<file path="src/rtl/sio_rx_pkg.sv">
package sio_rx_pkg;
  localparam logic [1:0] ADDR_DATA = 2'd0;
  localparam logic [1:0] ADDR_STAT = 2'd1;
  localparam logic [1:0] ADDR_CTRL = 2'd2;

  localparam int ST_FULL = 0;
  localparam int ST_OVR  = 1;
  localparam int ST_FER  = 2;
  localparam int ST_PER  = 3;
  localparam int CT_EN   = 0;
endpackage

</file>
<file path="src/rtl/sio_rx_sync.sv">
module sio_rx_sync #(
  parameter int STAGES = 2
) (
  input  logic clk_i,
  input  logic rst_ni,
  input  logic sclk_i,
  input  logic sdata_i,
  output logic rise_o,
  output logic bit_o
);
  logic [STAGES:0]   clk_pipe_q;
  logic [STAGES-1:0] dat_pipe_q;

  always_ff @(posedge clk_i or negedge rst_ni) begin
    if (!rst_ni) begin
      clk_pipe_q <= '0;
      dat_pipe_q <= '0;
    end else begin
      clk_pipe_q <= {clk_pipe_q[STAGES-1:0], sclk_i};
      dat_pipe_q <= {dat_pipe_q[STAGES-2:0], sdata_i};
    end
  end

  // data is delayed to line up with the detected edge
  assign rise_o = clk_pipe_q[STAGES-1] & ~clk_pipe_q[STAGES];
  assign bit_o  = dat_pipe_q[STAGES-1];
endmodule

</file>
<file path="src/rtl/sio_rx_shift.sv">
module sio_rx_shift #(
  parameter int DATA_W = 8
) (
  input  logic              clk_i,
  input  logic              rst_ni,
  input  logic              active_i,
  input  logic              rise_i,
  input  logic              bit_i,
  output logic              done_o,
  output logic [DATA_W-1:0] frame_o
);
  localparam int CNT_W = $clog2(DATA_W);
  localparam logic [CNT_W-1:0] LAST = CNT_W'(DATA_W - 1);

  logic [DATA_W-1:0] shreg_q;
  logic [CNT_W-1:0]  cnt_q;

  always_ff @(posedge clk_i or negedge rst_ni) begin
    if (!rst_ni) begin
      shreg_q <= '0;
      cnt_q   <= '0;
    end else if (!active_i) begin
      shreg_q <= '0;
      cnt_q   <= '0;
    end else if (rise_i) begin
      shreg_q <= {bit_i, shreg_q[DATA_W-1:1]};
      cnt_q   <= (cnt_q == LAST) ? '0 : cnt_q + 1'b1;
    end
  end

  assign done_o  = active_i & rise_i & (cnt_q == LAST);
  assign frame_o = {bit_i, shreg_q[DATA_W-1:1]};

  AST_IDLE_CLEARS_COUNT: assert property (@(posedge clk_i) disable iff (!rst_ni)
    !active_i |=> cnt_q == '0);
endmodule

</file>
<file path="src/rtl/sio_rx_regs.sv">
module sio_rx_regs
  import sio_rx_pkg::*;
#(
  parameter int DATA_W = 8
) (
  input  logic              clk_i,
  input  logic              rst_ni,
  input  logic [1:0]        addr_i,
  input  logic              wr_en_i,
  input  logic [7:0]        wdata_i,
  output logic [7:0]        rdata_o,
  input  logic              fer_set_i,
  input  logic              per_set_i,
  input  logic              done_i,
  input  logic [DATA_W-1:0] frame_i,
  output logic              active_o,
  output logic              rxi_o
);
  logic [DATA_W-1:0] data_q;
  logic full_q, ovr_q, fer_q, per_q, en_q, rxi_q;
  logic wr_stat, wr_ctrl, load, overrun;
  logic unused_wdata;

  assign unused_wdata = ^wdata_i[7:4];
  assign wr_stat = wr_en_i && addr_i == ADDR_STAT;
  assign wr_ctrl = wr_en_i && addr_i == ADDR_CTRL;
  assign load    = done_i & ~full_q;
  assign overrun = done_i & full_q;
  assign active_o = en_q & ~(ovr_q | fer_q | per_q);

  always_ff @(posedge clk_i or negedge rst_ni) begin
    if (!rst_ni) begin
      data_q <= '0;
      full_q <= 1'b0;
      ovr_q  <= 1'b0;
      fer_q  <= 1'b0;
      per_q  <= 1'b0;
      en_q   <= 1'b0;
      rxi_q  <= 1'b0;
    end else begin
      rxi_q <= load;
      if (load) data_q <= frame_i;
      // hardware set wins over a software clear in the same cycle
      if (load)                              full_q <= 1'b1;
      else if (wr_stat && !wdata_i[ST_FULL]) full_q <= 1'b0;
      if (overrun)                           ovr_q <= 1'b1;
      else if (wr_stat && !wdata_i[ST_OVR])  ovr_q <= 1'b0;
      if (fer_set_i)                         fer_q <= 1'b1;
      else if (wr_stat && !wdata_i[ST_FER])  fer_q <= 1'b0;
      if (per_set_i)                         per_q <= 1'b1;
      else if (wr_stat && !wdata_i[ST_PER])  per_q <= 1'b0;
      if (wr_ctrl) en_q <= wdata_i[CT_EN];
    end
  end

  always_comb begin
    rdata_o = '0;
    unique case (addr_i)
      ADDR_DATA: rdata_o = 8'(data_q);
      ADDR_STAT: begin
        rdata_o[ST_FULL] = full_q;
        rdata_o[ST_OVR]  = ovr_q;
        rdata_o[ST_FER]  = fer_q;
        rdata_o[ST_PER]  = per_q;
      end
      ADDR_CTRL: rdata_o[CT_EN] = en_q;
      default:   rdata_o = '0;
    endcase
  end

  assign rxi_o = rxi_q;

  AST_IRQ_ON_RISE: assert property (@(posedge clk_i) disable iff (!rst_ni)
    rxi_q |-> full_q && !$past(full_q));
  AST_NO_OVERWRITE: assert property (@(posedge clk_i) disable iff (!rst_ni)
    full_q |=> $stable(data_q));
  AST_OVR_NEEDS_FULL: assert property (@(posedge clk_i) disable iff (!rst_ni)
    $rose(ovr_q) |-> $past(full_q));
  AST_OVR_STICKY: assert property (@(posedge clk_i) disable iff (!rst_ni)
    ovr_q && !(wr_stat && !wdata_i[ST_OVR]) |=> ovr_q);
  AST_ERR_BLOCKS_FULL: assert property (@(posedge clk_i) disable iff (!rst_ni)
    (fer_q || per_q) && !full_q |=> !full_q);
endmodule

</file>
<file path="src/rtl/sio_rx.sv">
module sio_rx #(
  parameter int DATA_W      = 8,
  parameter int SYNC_STAGES = 2
) (
  input  logic       clk_i,
  input  logic       rst_ni,
  input  logic       sclk_i,
  input  logic       sdata_i,
  input  logic [1:0] addr_i,
  input  logic       wr_en_i,
  input  logic [7:0] wdata_i,
  output logic [7:0] rdata_o,
  input  logic       fer_set_i,
  input  logic       per_set_i,
  output logic       rxi_o
);
  logic rise, sbit, active, done;
  logic [DATA_W-1:0] frame;

  sio_rx_sync #(.STAGES(SYNC_STAGES)) u_sync (
    .clk_i(clk_i), .rst_ni(rst_ni), .sclk_i(sclk_i), .sdata_i(sdata_i),
    .rise_o(rise), .bit_o(sbit)
  );

  sio_rx_shift #(.DATA_W(DATA_W)) u_shift (
    .clk_i(clk_i), .rst_ni(rst_ni), .active_i(active), .rise_i(rise),
    .bit_i(sbit), .done_o(done), .frame_o(frame)
  );

  sio_rx_regs #(.DATA_W(DATA_W)) u_regs (
    .clk_i(clk_i), .rst_ni(rst_ni), .addr_i(addr_i), .wr_en_i(wr_en_i),
    .wdata_i(wdata_i), .rdata_o(rdata_o), .fer_set_i(fer_set_i),
    .per_set_i(per_set_i), .done_i(done), .frame_i(frame),
    .active_o(active), .rxi_o(rxi_o)
  );
endmodule

</file>
<file path="config.mk">
export PLATFORM = sky130hd
export DESIGN_NAME = sio_rx
export DESIGN_NICKNAME = d
export VERILOG_FILES = /design/src/rtl/sio_rx_pkg.sv /design/src/rtl/sio_rx_sync.sv /design/src/rtl/sio_rx_shift.sv /design/src/rtl/sio_rx_regs.sv /design/src/rtl/sio_rx.sv
export SDC_FILE = /design/constraint.sdc
export NUM_CORES = 1
export LEC_CHECK = 0
export BUFFER_PORTS_ARGS = -buffer_cell sky130_fd_sc_hd__buf_4
export CORE_ASPECT_RATIO = 1.1
export CORE_MARGIN = 2
export CORE_UTILIZATION = 42
export CTS_CLUSTER_DIAMETER = 80
export DETAILED_ROUTE_END_ITERATION = 10
export GPL_ROUTABILITY_DRIVEN = 0
export GPL_TIMING_DRIVEN = 0
export PLACE_DENSITY = 0.67
export RECOVER_POWER = 25
export SYNTH_ARGS = -nofsm -noshare
export SYNTH_HDL_FRONTEND = slang
export SYNTH_SLANG_ARGS = --single-unit
</file>
<file path="constraint.sdc">
create_clock -name clk_i -period 2.38 [get_ports clk_i]
set_clock_uncertainty 0.05 [all_clocks]
set_input_delay 0.238 -clock clk_i [delete_from_list [all_inputs] [get_ports clk_i]]
set_output_delay 0.238 -clock clk_i [all_outputs]
set_load 0.005 [all_outputs]
</file>
# Word-level counts from Yosys, hierarchy flattened

Index checks and enable logic that the tools add are counted.

Flip-flop bits (word level): 30
Input bits: 17

Add/sub/neg operators: 1
Equality and inequality tests: 4
Multiplexer cells: 16
Bitwise logic cells: 11
Reductions and logical operators: 15

Operator list:

| operator              | count |
|---|---|
| $mux W8               | 2 |
| $mux W3               | 3 |
| $mux W1               | 8 |
| $reduce_bool A2 Y1    | 4 |
| $and A1 B1 Y1         | 6 |
| $logic_and A1 B1 Y1   | 6 |
| $pmux W3 S2           | 1 |
| $logic_not A1 Y1      | 4 |
| $mux W4               | 1 |
| $add A3 B1 Y3 const B | 1 |
| $eq A3 B3 Y1 const B  | 1 |
| $not A1 Y1            | 3 |
| $pmux W1 S3           | 1 |
| $eq A2 B1 Y1 const B  | 1 |
| $eq A2 B2 Y1 const B  | 1 |
| $logic_not A2 Y1      | 1 |
| $ne A2 B2 Y1 const B  | 1 |
| $or A1 B1 Y1          | 2 |

# Longest topological paths before layout

Word-level depth: 8
Depth in mapped cells: 6

# Hierarchy

From an unflattened synthesis, not the netlist that was laid out.

Cells, all modules: 98
Area total of the unflattened synthesis: 1,300.0 um^2

Modules (own cells, without submodules):

| module       | times used | cells an instance | area each (um^2) | sequential area each (um^2) |
|---|---|---|---|---|
| sio_rx_regs  | 1          | 55                | 689.4            | 350.3 |
| sio_rx_shift | 1          | 37                | 471.7            | 250.2 |
| sio_rx_sync  | 1          | 6                 | 138.9            | 125.1 |

# Worst setup path after synthesis

OpenSTA, ideal clock, no wires.

Path kind: reg2reg
Start point: register u_regs.per_q
End point: register u_regs.data_q[0]
Arrival: 1.835 ns
Required time: 2.205 ns
Path slack: 0.370 ns
Cell stages (with the launch flop): 5
Path buffers: 1
Path through: dfrtp_1 > or4b_4 > or4b_1 > buf_6 > mux2_4

Cells in the longest elaborated chain, start to end: 6

Ends and longest elaborated chain:

| element                     | line               | source |
|---|---|---|
| from (decl)                 | sio_rx_regs.sv:20  | `logic full_q, ovr_q, fer_q, per_q, en_q, rxi_q;` |
| from (signal assigned)      | sio_rx_regs.sv:37  | `per_q <= 1'b0;` |
| from (signal assigned)      | sio_rx_regs.sv:50  | `if (per_set_i) per_q <= 1'b1;` |
| from (signal assigned)      | sio_rx_regs.sv:51  | `else if (wr_stat && !wdata_i[ST_PER]) per_q <= 1'b0;` |
| $or A1 B1 Y1                | sio_rx_regs.sv:29  | `assign active_o = en_q & ~(ovr_q \| fer_q \| per_q);` |
| $not A1 Y1                  | sio_rx_regs.sv:29  |  |
| $and A1 B1 Y1               | sio_rx_regs.sv:29  |  |
| $and A1 B1 Y1 (2 in series) | sio_rx_shift.sv:31 | `assign done_o = active_i & rise_i & (cnt_q == LAST);` |
| $and A1 B1 Y1               | sio_rx_regs.sv:27  | `assign load = done_i & ~full_q;` |
| to (signal assigned)        | sio_rx_regs.sv:42  | `if (load) data_q <= frame_i;` |
| to (decl)                   | sio_rx_regs.sv:19  | `logic [DATA_W-1:0] data_q;` |

No other way between the ends.
A chain may end at the register's enable or synchronous reset.

# Worst setup path in the final report

Start point: register u_regs.per_q
End point: register u_regs.data_q[6]

The elaborated chain is that of the path after synthesis.

==> metrics <==
Synth Cell Area 1190 um2; Synth Area in Compound Gates roughly a tenth; max-cap viol count 1; DRC violation count after routing 0; DRT Wirelength between 2000 and 2500 um; syn_area_per_cell 13.9 um2; PostCTS Resize Cnt 0; total power 0.852 mW; htree depth 2; routed len/inst 13.6 um; maximum VDD drop 0.000331 V; final instance area 1470 um2; CTS root buffer clkbuf_4; CP Max Fanout 10; largest family of logic cells by synthesized area multiplexers; Skew-Pair Late Insertion Delay roughly 320 ps; path type of the worst min-delay path input port to register; post-synthesis cell type count 21; Ports 26; worst slack at placement between 200 and 300 ps; initial DRC count 9; Worst-Margin Slew 1530 ps; endpoint class of the critical path register; fmax 474 MHz; synth warn 0; Final Slew Violations 30; Initial Util between 40% and 50%; Nets 135; CTS tree built; Relative slew margins -2.13%; Setup Viol. Count Final 0; status finished, violations left; router iterations before antenna repair 3; area leader, netlist dfrtp_1; Arr. time, crit path 2270 ps; synth top area cells dfrtp_1 (61%), mux2_4 (10%), a22o_1 (6.6%); I/O Buffers 20; antenna violations before repair 0; Lkg Pwr 0.753 nW; number of diodes 0; height of the die 59.9 um; clock sinks 29; CP Data Required Time 2540 ps; Mapped Cells 86; top_reg_cell synth dfrtp_1; Startpoint Class register; Yosys reg bits 29; most common cell in the netlist dfrtp_1; post-synthesis mux area share 14.3%; Tmin final 2110 ps; DP HPWL ~1500 um; ANT nets after route 0; CTS clock-pin slew for the worst setup and hold paths 80 ps; Die X about 55 um; largest net degree at the start of global routing 30; CTS Buf Count 5; FP Rows 20; Synthesized Nets 105; fraction of synthesized cell area in xor and xnor cells 0%; top-area cell type share of the netlist area 60.7%; critical path class register to register; slack of the critical path 271 ps; TNS Setup 0 ps; Seq/Total Area, Yosys 60.7%; crit share post-route ~89%; Post-synth EDFFs 0; vias in the first global route just over 700; most frequent cells after synthesis dfrtp_1 (29), a22o_1 (9), mux2_4 (8), nor2_1 (6); fraction of registers with async set/reset 100%; simple-gate share of the synthesized area 10.2%; Max Buffers Root-to-Sink 2; layout cell share with drive strength beyond 1 31.9%; RSZ-0062 raised after global routing no; Synth-to-Final Area Change 22.8%; Die ar. ~3300 um2; failing checks max-capacitance violations, max-slew violations; vias per inst 5.15; final hold vios 0; vias 768; global-route wire length before repair 3190 um; adder-cell share of the synthesized area 2.09%; Core Area 2730 um2; PD cells approximately 580 nW/um2; GR Overflow Total 0; GRT Util Overall between 10% and 20%; DP Area 1390 um2
stage by stage:
stage	std cells	util, %	hold WS (ps)
after floorplan	86	-	-108
after global placement	139	50.8	126
after detailed placement	139	50.8	131
after CTS	149	53.9	36.2
after global routing	149	53.8	33.5
final	149	53.8	46.8
what timing repair did:
item                      4_1_cts  5_1_grt
hold buffers                    3        0
buffers inserted                0        0
hold endpoints to repair       31        0
sequential cells by signal (all words and copies together) (netlist names):
register,cells
u_regs.fer_q,1
u_regs.rxi_o,1
u_regs.ovr_q,1
u_sync.dat_pipe_q,2
u_regs.full_q,1
u_regs.en_q,1
u_regs.data_q,8
u_regs.per_q,1
u_shift.cnt_q,3
u_sync.clk_pipe_q,3
u_shift.shreg_q,7
cell families after synthesis:
logic type,Yosys count
adders and majority gates,2
and+or+nand+nor,21
muxes,13
buffers and inverters,5
DFF,29
AOI/OAI and AO/OA,16
cell usage in the layout, fill, tap and decap left out, types with 2 or more instances in the layout:
master / netlist / final
buf_4: 0 / 17
inv_1: 2 / 2
mux2_4: 8 / 8
nand2_1: 3 / 3
clkbuf_4: 0 / 7
nor2_1: 6 / 6
nand2b_1: 2 / 2
a22o_1: 9 / 9
dlygate4sd3_1: 0 / 3
and2_1: 4 / 4
dfrtp_1: 29 / 29
nor2b_1: 3 / 3
o21ai_0: 4 / 4
ha_1: 2 / 2
mux2i_1: 4 / 4
clkbuf_1: 2 / 4
report_power, final:
group	internal [mW]	switching, mW
sequential	0.502	0.00573
clock	0.139	0.154
combinational	0.0281	0.0237
total	0.669	0.183
layout make-up:
cell class	count	area, um2
Inverter	2	7.51
Fill cell	227	1260
Multi-Input combinational cell	52	443
Timing Repair Buffer	23	176
Clock buffer	7	55.1
Tap cell	33	41.3
Sequential cell	29	726
Buffer	3	18.8
worst paths after layout:
check / startpoint / to / slack (ps) / cells after the start
hold reg to reg: u_sync.clk_pipe_q[0] / u_sync.clk_pipe_q[1] / 300 / 0
hold / removal: fer_set_i / u_regs.fer_q / 50 / 2
setup reg to reg: u_regs.per_q / u_regs.data_q[6] / 270 / 4
setup / recovery: u_regs.per_q / u_regs.data_q[6] / 270 / 4
min in group asynchronous: rst_ni / u_shift.cnt_q[0] / 760 / 2
max in group asynchronous: rst_ni / u_shift.shreg_q[1] / 620 / 2
per-layer routing:
layer  share of wire, %  track usage [%]  up-vias
met5                  0                0        -
met4                2.4             8.57        0
met3                6.1             6.75        6
met2                 47             21.1       19
met1                 44             17.3      377
li1                   -                -      366
worst max-delay path, stage by stage (launching register included):
cell	delay, ps
dfrtp_1	410
or4b_4	560
or4b_1	490
buf_6	180
mux2_4	300
No activity file was read; power rests on OpenSTA's default activity.
